`src/rtl/usb_ft_pkg.sv`:
```
package usb_ft_pkg;
  localparam int unsigned MISS_RUN_DEFAULT = 3;

  function automatic int unsigned cnt_width(input int unsigned limit);
    return (limit < 2) ? 1 : $clog2(limit + 1);
  endfunction
endpackage

```
`src/rtl/ft_interval_ctr.sv`:
```
module ft_interval_ctr #(
  parameter int unsigned FRAME_LEN = 48000,
  parameter int unsigned TOL       = 48
) (
  input  logic clk,
  input  logic rst,
  input  logic sof_i,
  output logic miss_now_o,
  output logic in_win_o
);
  localparam int unsigned LIMIT = FRAME_LEN + TOL;
  localparam int unsigned LOWER = FRAME_LEN - TOL;
  localparam int unsigned W     = usb_ft_pkg::cnt_width(LIMIT);

  logic [W-1:0] cnt_q;

  assign miss_now_o = (cnt_q == W'(LIMIT)) && !sof_i;
  assign in_win_o   = (cnt_q >= W'(LOWER)) && (cnt_q <= W'(LIMIT));

  always_ff @(posedge clk) begin
    if (rst || sof_i || miss_now_o) cnt_q <= W'(1);
    else                            cnt_q <= cnt_q + W'(1);
  end


  cnt_range_chk: assert property (@(posedge clk) disable iff (rst)
    (cnt_q >= W'(1)) && (cnt_q <= W'(LIMIT)));
endmodule

```
`src/rtl/ft_lock_trk.sv`:
```
module ft_lock_trk (
  input  logic clk,
  input  logic rst,
  input  logic sof_i,
  input  logic miss_i,
  input  logic in_win_i,
  output logic locked_o
);
  logic seen_q;

  always_ff @(posedge clk) begin
    if (rst || miss_i) begin
      seen_q   <= 1'b0;
      locked_o <= 1'b0;
    end else if (sof_i) begin
      seen_q   <= 1'b1;
      locked_o <= seen_q && in_win_i;
    end
  end


  lock_drop_chk: assert property (@(posedge clk) disable iff (rst)
    miss_i |=> !locked_o);
endmodule

```
`src/rtl/ft_miss_esc.sv`:
```
module ft_miss_esc #(
  parameter int unsigned MISS_RUN = usb_ft_pkg::MISS_RUN_DEFAULT
) (
  input  logic clk,
  input  logic rst,
  input  logic clr_i,
  input  logic miss_i,
  output logic esof_o,
  output logic susp_o
);
  localparam int unsigned MW = usb_ft_pkg::cnt_width(MISS_RUN);

  logic [MW-1:0] run_q;

  always_ff @(posedge clk) begin
    if (rst) begin
      run_q  <= '0;
      esof_o <= 1'b0;
      susp_o <= 1'b0;
    end else begin
      esof_o <= miss_i;
      susp_o <= miss_i && !clr_i && (run_q == MW'(MISS_RUN - 1));
      if (clr_i)                                 run_q <= '0;
      else if (miss_i && run_q != MW'(MISS_RUN)) run_q <= run_q + MW'(1);
    end
  end


  susp_single_chk: assert property (@(posedge clk) disable iff (rst)
    susp_o |=> !susp_o);

  clr_no_susp_chk: assert property (@(posedge clk) disable iff (rst)
    clr_i |=> !susp_o);

  run_sat_chk: assert property (@(posedge clk) disable iff (rst)
    run_q <= MW'(MISS_RUN));
endmodule

```
`src/rtl/usb_frame_timer.sv`:
```
module usb_frame_timer #(
  parameter int unsigned FRAME_LEN = 48000,
  parameter int unsigned TOL       = 48,
  parameter int unsigned MISS_RUN  = usb_ft_pkg::MISS_RUN_DEFAULT
) (
  input  logic clk,
  input  logic rst,
  input  logic sof_i,
  input  logic traffic_i,
  output logic sof_evt_o,
  output logic esof_evt_o,
  output logic suspend_o,
  output logic locked_o
);
  logic miss_now, in_win;

  ft_interval_ctr #(.FRAME_LEN(FRAME_LEN), .TOL(TOL)) u_ctr (
    .clk(clk), .rst(rst), .sof_i(sof_i),
    .miss_now_o(miss_now), .in_win_o(in_win));

  ft_lock_trk u_lock (
    .clk(clk), .rst(rst), .sof_i(sof_i), .miss_i(miss_now),
    .in_win_i(in_win), .locked_o(locked_o));

  ft_miss_esc #(.MISS_RUN(MISS_RUN)) u_esc (
    .clk(clk), .rst(rst), .clr_i(sof_i | traffic_i), .miss_i(miss_now),
    .esof_o(esof_evt_o), .susp_o(suspend_o));

  always_ff @(posedge clk) begin
    if (rst) sof_evt_o <= 1'b0;
    else     sof_evt_o <= sof_i;
  end


  sof_evt_chk: assert property (@(posedge clk) disable iff (rst)
    sof_i |=> sof_evt_o);

  susp_with_esof_chk: assert property (@(posedge clk) disable iff (rst)
    suspend_o |-> esof_evt_o);

  esof_not_sof_chk: assert property (@(posedge clk) disable iff (rst)
    esof_evt_o |-> !sof_evt_o);
endmodule

```
`config.mk`:
```
export PLATFORM = sky130hd
export DESIGN_NAME = usb_frame_timer
export DESIGN_NICKNAME = d
export VERILOG_FILES = /design/src/rtl/usb_ft_pkg.sv /design/src/rtl/ft_interval_ctr.sv /design/src/rtl/ft_lock_trk.sv /design/src/rtl/ft_miss_esc.sv /design/src/rtl/usb_frame_timer.sv
export SDC_FILE = /design/constraint.sdc
export NUM_CORES = 1
export LEC_CHECK = 0
export CAP_MARGIN = 5
export CORE_MARGIN = 4
export CORE_UTILIZATION = 40
export CTS_BUF_LIST = sky130_fd_sc_hd__clkbuf_8
export CTS_CLUSTER_DIAMETER = 120
export DETAILED_ROUTE_END_ITERATION = 10
export PLACE_DENSITY = 0.64
export SYNTH_ARGS = -nofsm -noshare
export SYNTH_HDL_FRONTEND = slang
export SYNTH_SLANG_ARGS = --single-unit
```
`constraint.sdc`:
```
create_clock -name clk -period 1.85 [get_ports clk]
set_input_delay 0.555 -clock clk [delete_from_list [all_inputs] [get_ports clk]]
set_output_delay 0.555 -clock clk [all_outputs]
set_load 0.01 [all_outputs]
```
### Yosys cells after proc, flatten, opt, wreduce, memory -nomap -nowiden

Index checks and enable logic that the tools add are counted.

* add/sub/neg operators: 2
* multipliers: 0
* div/mod/pow operators: 0
* $lt $le $gt $ge: 2
* equality and inequality tests: 3
* shift-type cells: 0
* muxes and demuxes: 0
* bitwise gates (word level): 1
* reductions and logical operators: 12

Operator list (number)
* 16-bit by 1-bit adder with 16-bit output, second input constant: 1
* 16-bit equality test, second input constant: 1
* 16-bit >= comparator, second input constant: 1
* 16-bit less-or-equal comparator, second input constant: 1
* 1-bit logical AND: 6
* 1-bit logical OR: 3
* 2-bit by 1-bit adder with 2-bit output, second input constant: 1
* 2-bit equality test, second input constant: 1
* 1-bit zero test: 2
* 2-bit != test, second input constant: 1
* 2-bit OR reduction: 1
* 1-bit bitwise OR: 1

* register bits: 23
* bits in latches: 0
* RAM bits: 0
* bits in read-only memories: 0
* bits of input ports: 4
* logic and storage cells: 27
* memories kept: 0

### Depth between registers and ports, before layout

Gate-level depths: netlist of run 1.

* word-level depth: 4
* mapped depth: 7
* mapped depth without buffers: 6

### Cells and area by module

A second synthesis of run 1 with hierarchy kept.

* cell total of the unflattened synthesis: 123
* area total of the unflattened synthesis: 1099.8 sq um

Modules (own cells, without submodules)
* ft_interval_ctr: instances 1, cells each 98, area each 829.5 sq um, sequential area each 320.3 sq um
* ft_miss_esc: instances 1, cells each 15, area each 165.2 sq um, sequential area each 80.1 sq um
* ft_lock_trk: instances 1, cells each 7, area each 72.6 sq um, sequential area each 40.0 sq um
* usb_frame_timer: instances 1, cells each 3, area each 32.5 sq um, sequential area each 20.0 sq um

### Worst setup path before layout of run 1

OpenSTA, ideal clock, no wires.

* path kind: in2reg
* start: in sof_i
* end: reg u_ctr.cnt_q[3]
* library setup time: 0.064 ns
* arrival time: 1.320 ns
* path slack: 0.466 ns
* stages: 5
* path buffers: 2
* cells stage by stage: clkbuf_1 -> nor2_1 -> nand2_4 -> buf_6 -> nor2_1

* word-level cells in the longest chain between the ends: 3

RTL lines
* start: declaration: RTL line usb_frame_timer.sv:8 `input logic sof_i,`
* 1-bit zero test: RTL line ft_interval_ctr.sv:17 `assign miss_now_o = (cnt_q == W'(LIMIT)) && !sof_i;`
* 1-bit logical AND: RTL line ft_interval_ctr.sv:17
* 1-bit logical OR (*): RTL line ft_interval_ctr.sv:21 `if (rst || sof_i || miss_now_o) cnt_q <= W'(1);`
* end signal: assignment: RTL line ft_interval_ctr.sv:22 `else cnt_q <= cnt_q + W'(1);`
* end: declaration: RTL line ft_interval_ctr.sv:15 `logic [W-1:0] cnt_q;`

Mark *: on every way between the ends. The rest lies on a longest branch, timed or not.
A chain may end at the register's enable or synchronous reset.

### Worst setup path in the final report of run 1

* start: reg u_esc.susp_o
* end: out suspend_o

RTL lines
* start: declaration: RTL line ft_miss_esc.sv:9 `output logic susp_o`
* start signal: assignment: RTL line ft_miss_esc.sv:22 `susp_o <= miss_i && !clr_i && (run_q == MW'(MISS_RUN - 1));`
* end: declaration: RTL line usb_frame_timer.sv:12 `output logic suspend_o,`

No word-level cell between the ends.

==> metrics.txt, run 1 <==
status finished, final reports clean; pre-CTS setup slack 0.09927 ns; cell chain of the critical path clkdlybuf4s50_1; final wirelength about 2000 um; height of the die 61.33 um; dominant cell by count in the synthesized netlist dfxtp_1; fin crit share 0.9134; placed cell area 1239 um2; crit path DAT approximately 1.1 ns; Post-Layout Inst Area 1284 um2; Multi-input gate area 631.9 um2; Finished Layout Cells 158; number of inserted diodes 0; # rows 19; layout cell share with drive strength beyond 1 0.1575; vias per inst ~5; Post-synth EDFFs 0; gr ovfl total 0; dominant cell type by area after synthesis dfxtp_1; Main synth FF type dfxtp_1; crit-path max FO 1; Min Hold Slack 0.4713 ns; CP startpoint kind flip-flop; vias 813; Post-Syn Area per Cell 9.721 um2; GRT Overall Usage 0.1183; core area 2734 um2; Seq. cell area 460.4 um2; Fin Clk Skew 0.005815 ns; post-synthesis register bit count 23; Initial Util 0.4160; CTS tree yes; PostCTS Resize Cnt 0; synth top area cells dfxtp_1 (40%), xnor2_1 (10%), nor2_1 (5.9%); Layout Area Growth over Synthesis 12.87%; endpoints failing hold 0; Setup WS post-layout around 0.16 ns; CP required roughly 1.3 ns; register area share after synthesis 0.4048; PD cells 661.1 nW/um2; fin. max-slew vios 0; Final Critical Period 1.690 ns; area share of the largest cell type after synthesis 0.4048; vias in the first global route 775; top cells by count, synth dfxtp_1 (23), nor2_1 (18), xnor2_1 (13), inv_1 (8); post-route ant nets 0; Max Clock Freq 591.8 MHz; drt drc 0; routability cong. 0.7487; CP peak stage delay 0.53 ns; cells after synthesis approximately 120; placed insts approximately 150; Setup TNS 0 ns; cell family with most CP delay buffers and inverters; DRT Pass-1 Iters 4; first-pass GRT wire length 3394 um; Synthesis Warnings 0; cell area after synthesis 1137 um2; number of DRC markers in iteration 0 25; Post-DP HPWL 1523 um; Critical-path top delay cell clkdlybuf4s50_1; ys async rst share 0; clk root buf clkbuf_8; Mapped Nets 125; actual slew at the worst max-slew pin approximately 0.37 ns; CTS H-tree depth 1; Setup Crit Path Kind flip-flop to output pin; Clock Sinks 23; # port buffers 7; fill count 258; Clock Latency Late Sink 0.26 ns; clk buf depth 2; max_cap viols 0; routed len/inst 12.50 um; Setup crit end kind output pin; final setup vio count 0; P_leak ~0.00043 uW; TritonCTS buffer count 3; setup bufs post-CTS 0; die area between 3000 and 4000 um2; largest net degree at the start of global routing 15; Ports 8; RSZ-0062 raised after global routing false; Die Width 61.33 um; Nets roughly 140; Worst-path clk slew ~0.08 ns; Crit path buffers/inverters 1; Max VDD drop 0.8195 mV; CTS hold repair buffers 0; Yosys cell types 31; hold crit path type flip-flop to flip-flop; max_slew headroom 0.7526; initial antenna violation count 0
==> layout make-up <==
class,instances,area share
Inverter,8,0.02339
Multi-Input combinational cell,84,0.4922
Clock inverter,1,0.002924
Tap cell,31,0.03021
Sequential cell,23,0.3587
Timing Repair Buffer,8,0.06043
Clock buffer,3,0.03216
==> path summary, 6_finish.rpt <==
kind	from	end	slack, ns	depth (start not counted)
setup / recovery	u_esc.susp_o$_SDFF_PP0_	suspend_o	0.16	1
hold / removal	u_lock.locked_o$_SDFFE_PP0P_	u_lock.locked_o$_SDFFE_PP0P_	0.47	2
setup reg to reg	u_ctr.cnt_q[0]$_SDFF_PP1_	u_esc.run_q[0]$_SDFFE_PP0P_	0.32	6
hold reg to reg	u_lock.locked_o$_SDFFE_PP0P_	u_lock.locked_o$_SDFFE_PP0P_	0.47	2
==> routing by layer <==
layer	up-vias	share of wire	GRT usage
met5	-	0	0
met4	0	0	0.01858
met3	0	0.026	0.03774
met2	7	0.47	0.1843
met1	378	0.50	0.1631
li1	428	-	-
==> cells in the final DEF (no fill, tap or decap), drive strengths merged <==
master | Yosys | layout
a21oi | 3 | 3
and3 | 2 | 2
and4 | 2 | 2
and4b | 1 | 1
and4bb | 1 | 1
buf | 1 | 1
clkbuf | 1 | 3
clkdlybuf4s50 | 0 | 7
dfxtp | 23 | 23
ha | 4 | 4
inv | 8 | 9
mux2 | 1 | 1
nand2 | 3 | 3
nand3 | 7 | 7
nand4 | 7 | 7
nor2 | 21 | 21
nor2b | 1 | 1
nor3 | 6 | 6
nor3b | 1 | 1
nor4 | 5 | 5
o21a | 1 | 1
o21ai | 2 | 2
o21bai | 1 | 1
o41ai | 1 | 1
xnor2 | 13 | 13
xor2 | 1 | 1
==> through the flow <==
stage	total power, uW	util
after floorplan	545.0	-
after detailed placement	560.3	0.4531
after global placement	559.2	0.4531
after global routing	893.7	0.4696
final	848.6	0.4696
after CTS	857.9	0.4696
==> logic make-up after synthesis <==
| logic type | count (synthesis) | share of synthesized area |
|---|---|---|
| AO/OA/AOI/OAI | 8 | 0.04950 |
| XOR/XNOR | 14 | 0.1078 |
| adder cells (fa/ha/maj) | 4 | 0.04401 |
| buffers and inverters | 10 | 0.03960 |
| flip-flops | 23 | 0.4048 |
| multiplexers | 1 | 0.009900 |
| AND/OR/NAND/NOR | 57 | 0.3443 |
==> sequential cells by signal, summed over array words and instances (netlist names) <==
signal and count:
u_lock.seen_q 1, u_esc.esof_o 1, u_esc.run_q 2, u_lock.locked_o 1, sof_evt_o 1, u_ctr.cnt_q 16, u_esc.susp_o 1
==> power by group <==
group	total [uW]	switching [uW]	internal (uW)
logic	40.2	21.5	18.7
clock network	300	153	148
registers	508	7.17	501
total	849	181	667
(Power assumes the default switching activity.)
==> inputs of run 2 (changes only) <==
Clock period 1.85 ns to 2.1 ns, I/O delays scaled along.
==> run 2 against run 1 <==
Against the previous run:
- final cell count shrank 0.63%
- clock power shrank 8.0%
- routed wire length grew 3.2%
- clock skew shrank 0.0036 ns
- critical path depth is the same
- power shrank 11%
- sequential power shrank 12%
- combinational power shrank 15%
- register-to-register slack gained 0.22 ns
==> metrics.txt, run 2 (synthesis results as in run 1) <==
status finished, final reports clean; Crit path buffers/inverters 1; Finished Layout Cells about 160; fin. max-slew vios 0; CP startpoint kind flip-flop; clk buf depth 2; largest net degree at the start of global routing 15; Max Clock Freq 558.1 MHz; cell family with most CP delay buffers and inverters; post-route ant nets 0; CTS hold repair buffers 0; endpoints failing hold 0; most common cell after layout, fill and taps aside dfxtp_1; Critical-path top delay cell clkdlybuf4s50_1; vias in the first global route 787; crit path DAT about 1.2 ns; Setup crit end kind output pin; final wirelength approximately 2000 um; gr ovfl total 0; PD cells just under 600 nW/um2; height of the die slightly above 60 um; # rows 19; Die Width between 60 and 70 um; Largest Register u_ctr.cnt_q; CTS tree yes; Post-DP HPWL 1581 um; cell chain of the critical path clkdlybuf4s50_1; PostCTS Resize Cnt 0; routed len/inst 12.99 um; actual slew at the worst max-slew pin 0.4417 ns; max_slew headroom 0.7033; number of inserted diodes 0; core area roughly 2700 um2; fin crit share 0.8532; layout cell share with drive strength beyond 1 0.1587; routability cong. 0.7259; Setup TNS 0 ns; Initial Util 0.4160; setup bufs post-CTS 0; max_cap viols 0; Gate power share 0.045; clock power share 0.364; # port buffers 7; Worst-path clk slew 0.08 ns; Max VDD drop around 0.32 mV; Internal 589.1 uW; TritonCTS buffer count 3; Clock Sinks 23; die area 3761 um2; commonest non-fill, non-tap cells in the layout dfxtp_1 (23), nor2_1 (18), xnor2_1 (13); drt drc 0; Psw 168.7 uW; crit-path max FO 2; CTS H-tree depth 1; DRT Pass-1 Iters 2; CP peak stage delay 0.54 ns; Nets 135; Setup Crit Path Kind flip-flop to output pin; placed insts 153; vias per inst approximately 5.2; Seq pwr share 0.591; RSZ-0062 raised after global routing false; Top Registers u_ctr.cnt_q (16), u_esc.run_q (2); vias between 800 and 900; fill count 246; switch share 0.2226; Clock Latency Late Sink 0.27 ns; initial antenna violation count 0; CP required 1.47 ns; P_leak roughly 0.00042 uW; GRT Overall Usage 0.1261; hold crit path type flip-flop to flip-flop; Fin Clk Skew ~0.0023 ns; Layout Area Growth over Synthesis 12.32%; number of DRC markers in iteration 0 4; clk root buf clkbuf_8; final setup vio count 0; Final Critical Period approximately 1.8 ns; Ports 8; max reg flops 16; first-pass GRT wire length 3450 um
## run 2: cell types whose count changed in the layout (fill, tap and decap cells not counted), sizes merged
cell    before  now
clkinv       0    1
inv          9    8
buf          1    0
## run 2: final timing paths
| path | from | end | slack, ns | cells after the start |
|---|---|---|---|---|
| worst max-delay path | u_lock.locked_o$_SDFFE_PP0P_ | locked_o | 0.31 | 1 |
| worst min-delay path | u_lock.seen_q$_SDFFE_PP0P_ | u_lock.locked_o$_SDFFE_PP0P_ | 0.48 | 2 |
| worst max register to register | u_ctr.cnt_q[0]$_SDFF_PP1_ | u_esc.run_q[1]$_SDFFE_PP0P_ | 0.54 | 6 |
| worst min register to register | u_lock.seen_q$_SDFFE_PP0P_ | u_lock.locked_o$_SDFFE_PP0P_ | 0.48 | 2 |
## run 2: routing by layer
metal / wire length [um] / GRT usage
met1: 934 / 0.1543
met2: 1005 / 0.1979
met3: 33 / 0.02935
met4: 65 / 0.08050
met5: 0 / 0
## run 2: area by class of cell
class                           instances  area (um2)  share of cell area
Sequential cell                        23       460.4              0.3604
Clock buffer                            3       41.29             0.03232
Multi-Input combinational cell         84       631.9              0.4946
Clock inverter                          1       5.005            0.003918
Inverter                                8       30.03             0.02351
Timing Repair Buffer                    7       70.07             0.05485
Tap cell                               31       38.79             0.03036
## run 2: tightest hold or removal path, cell delays in order (launching register included)
cell	delay [ns]
dfxtp_1	0.32
nand4_1	0.07
o21ai_1	0.05
## run 2: stage by stage
stage	area (um2)	total power, uW	utilization	hold slack (ns)	worst slack [ns]
2_1_floorplan	1137	480.1	-	0.4426	0.6414
4_1_cts	1277	766.9	0.4673	0.4820	0.3038
3_5_place_dp	1231	492.7	0.4503	0.4704	0.1245
6_report	1277	757.8	0.4673	0.4836	0.3083
3_3_place_gp	1231	491.0	0.4503	0.4606	0.2040
5_1_grt	1277	792.8	0.4673	0.5132	0.2500
## run 2: power by group through the flow
| stage | registers (uW) | clock network [uW] | logic [uW] |
|---|---|---|---|
| floorplan | 457 | 0 | 22.8 |
| global placement | 458 | 0 | 33.2 |
| detailed placement | 458 | 0 | 34.5 |
| CTS | 448 | 284 | 34.8 |
| global route | 449 | 306 | 38.1 |
| finish | 448 | 276 | 34.3 |
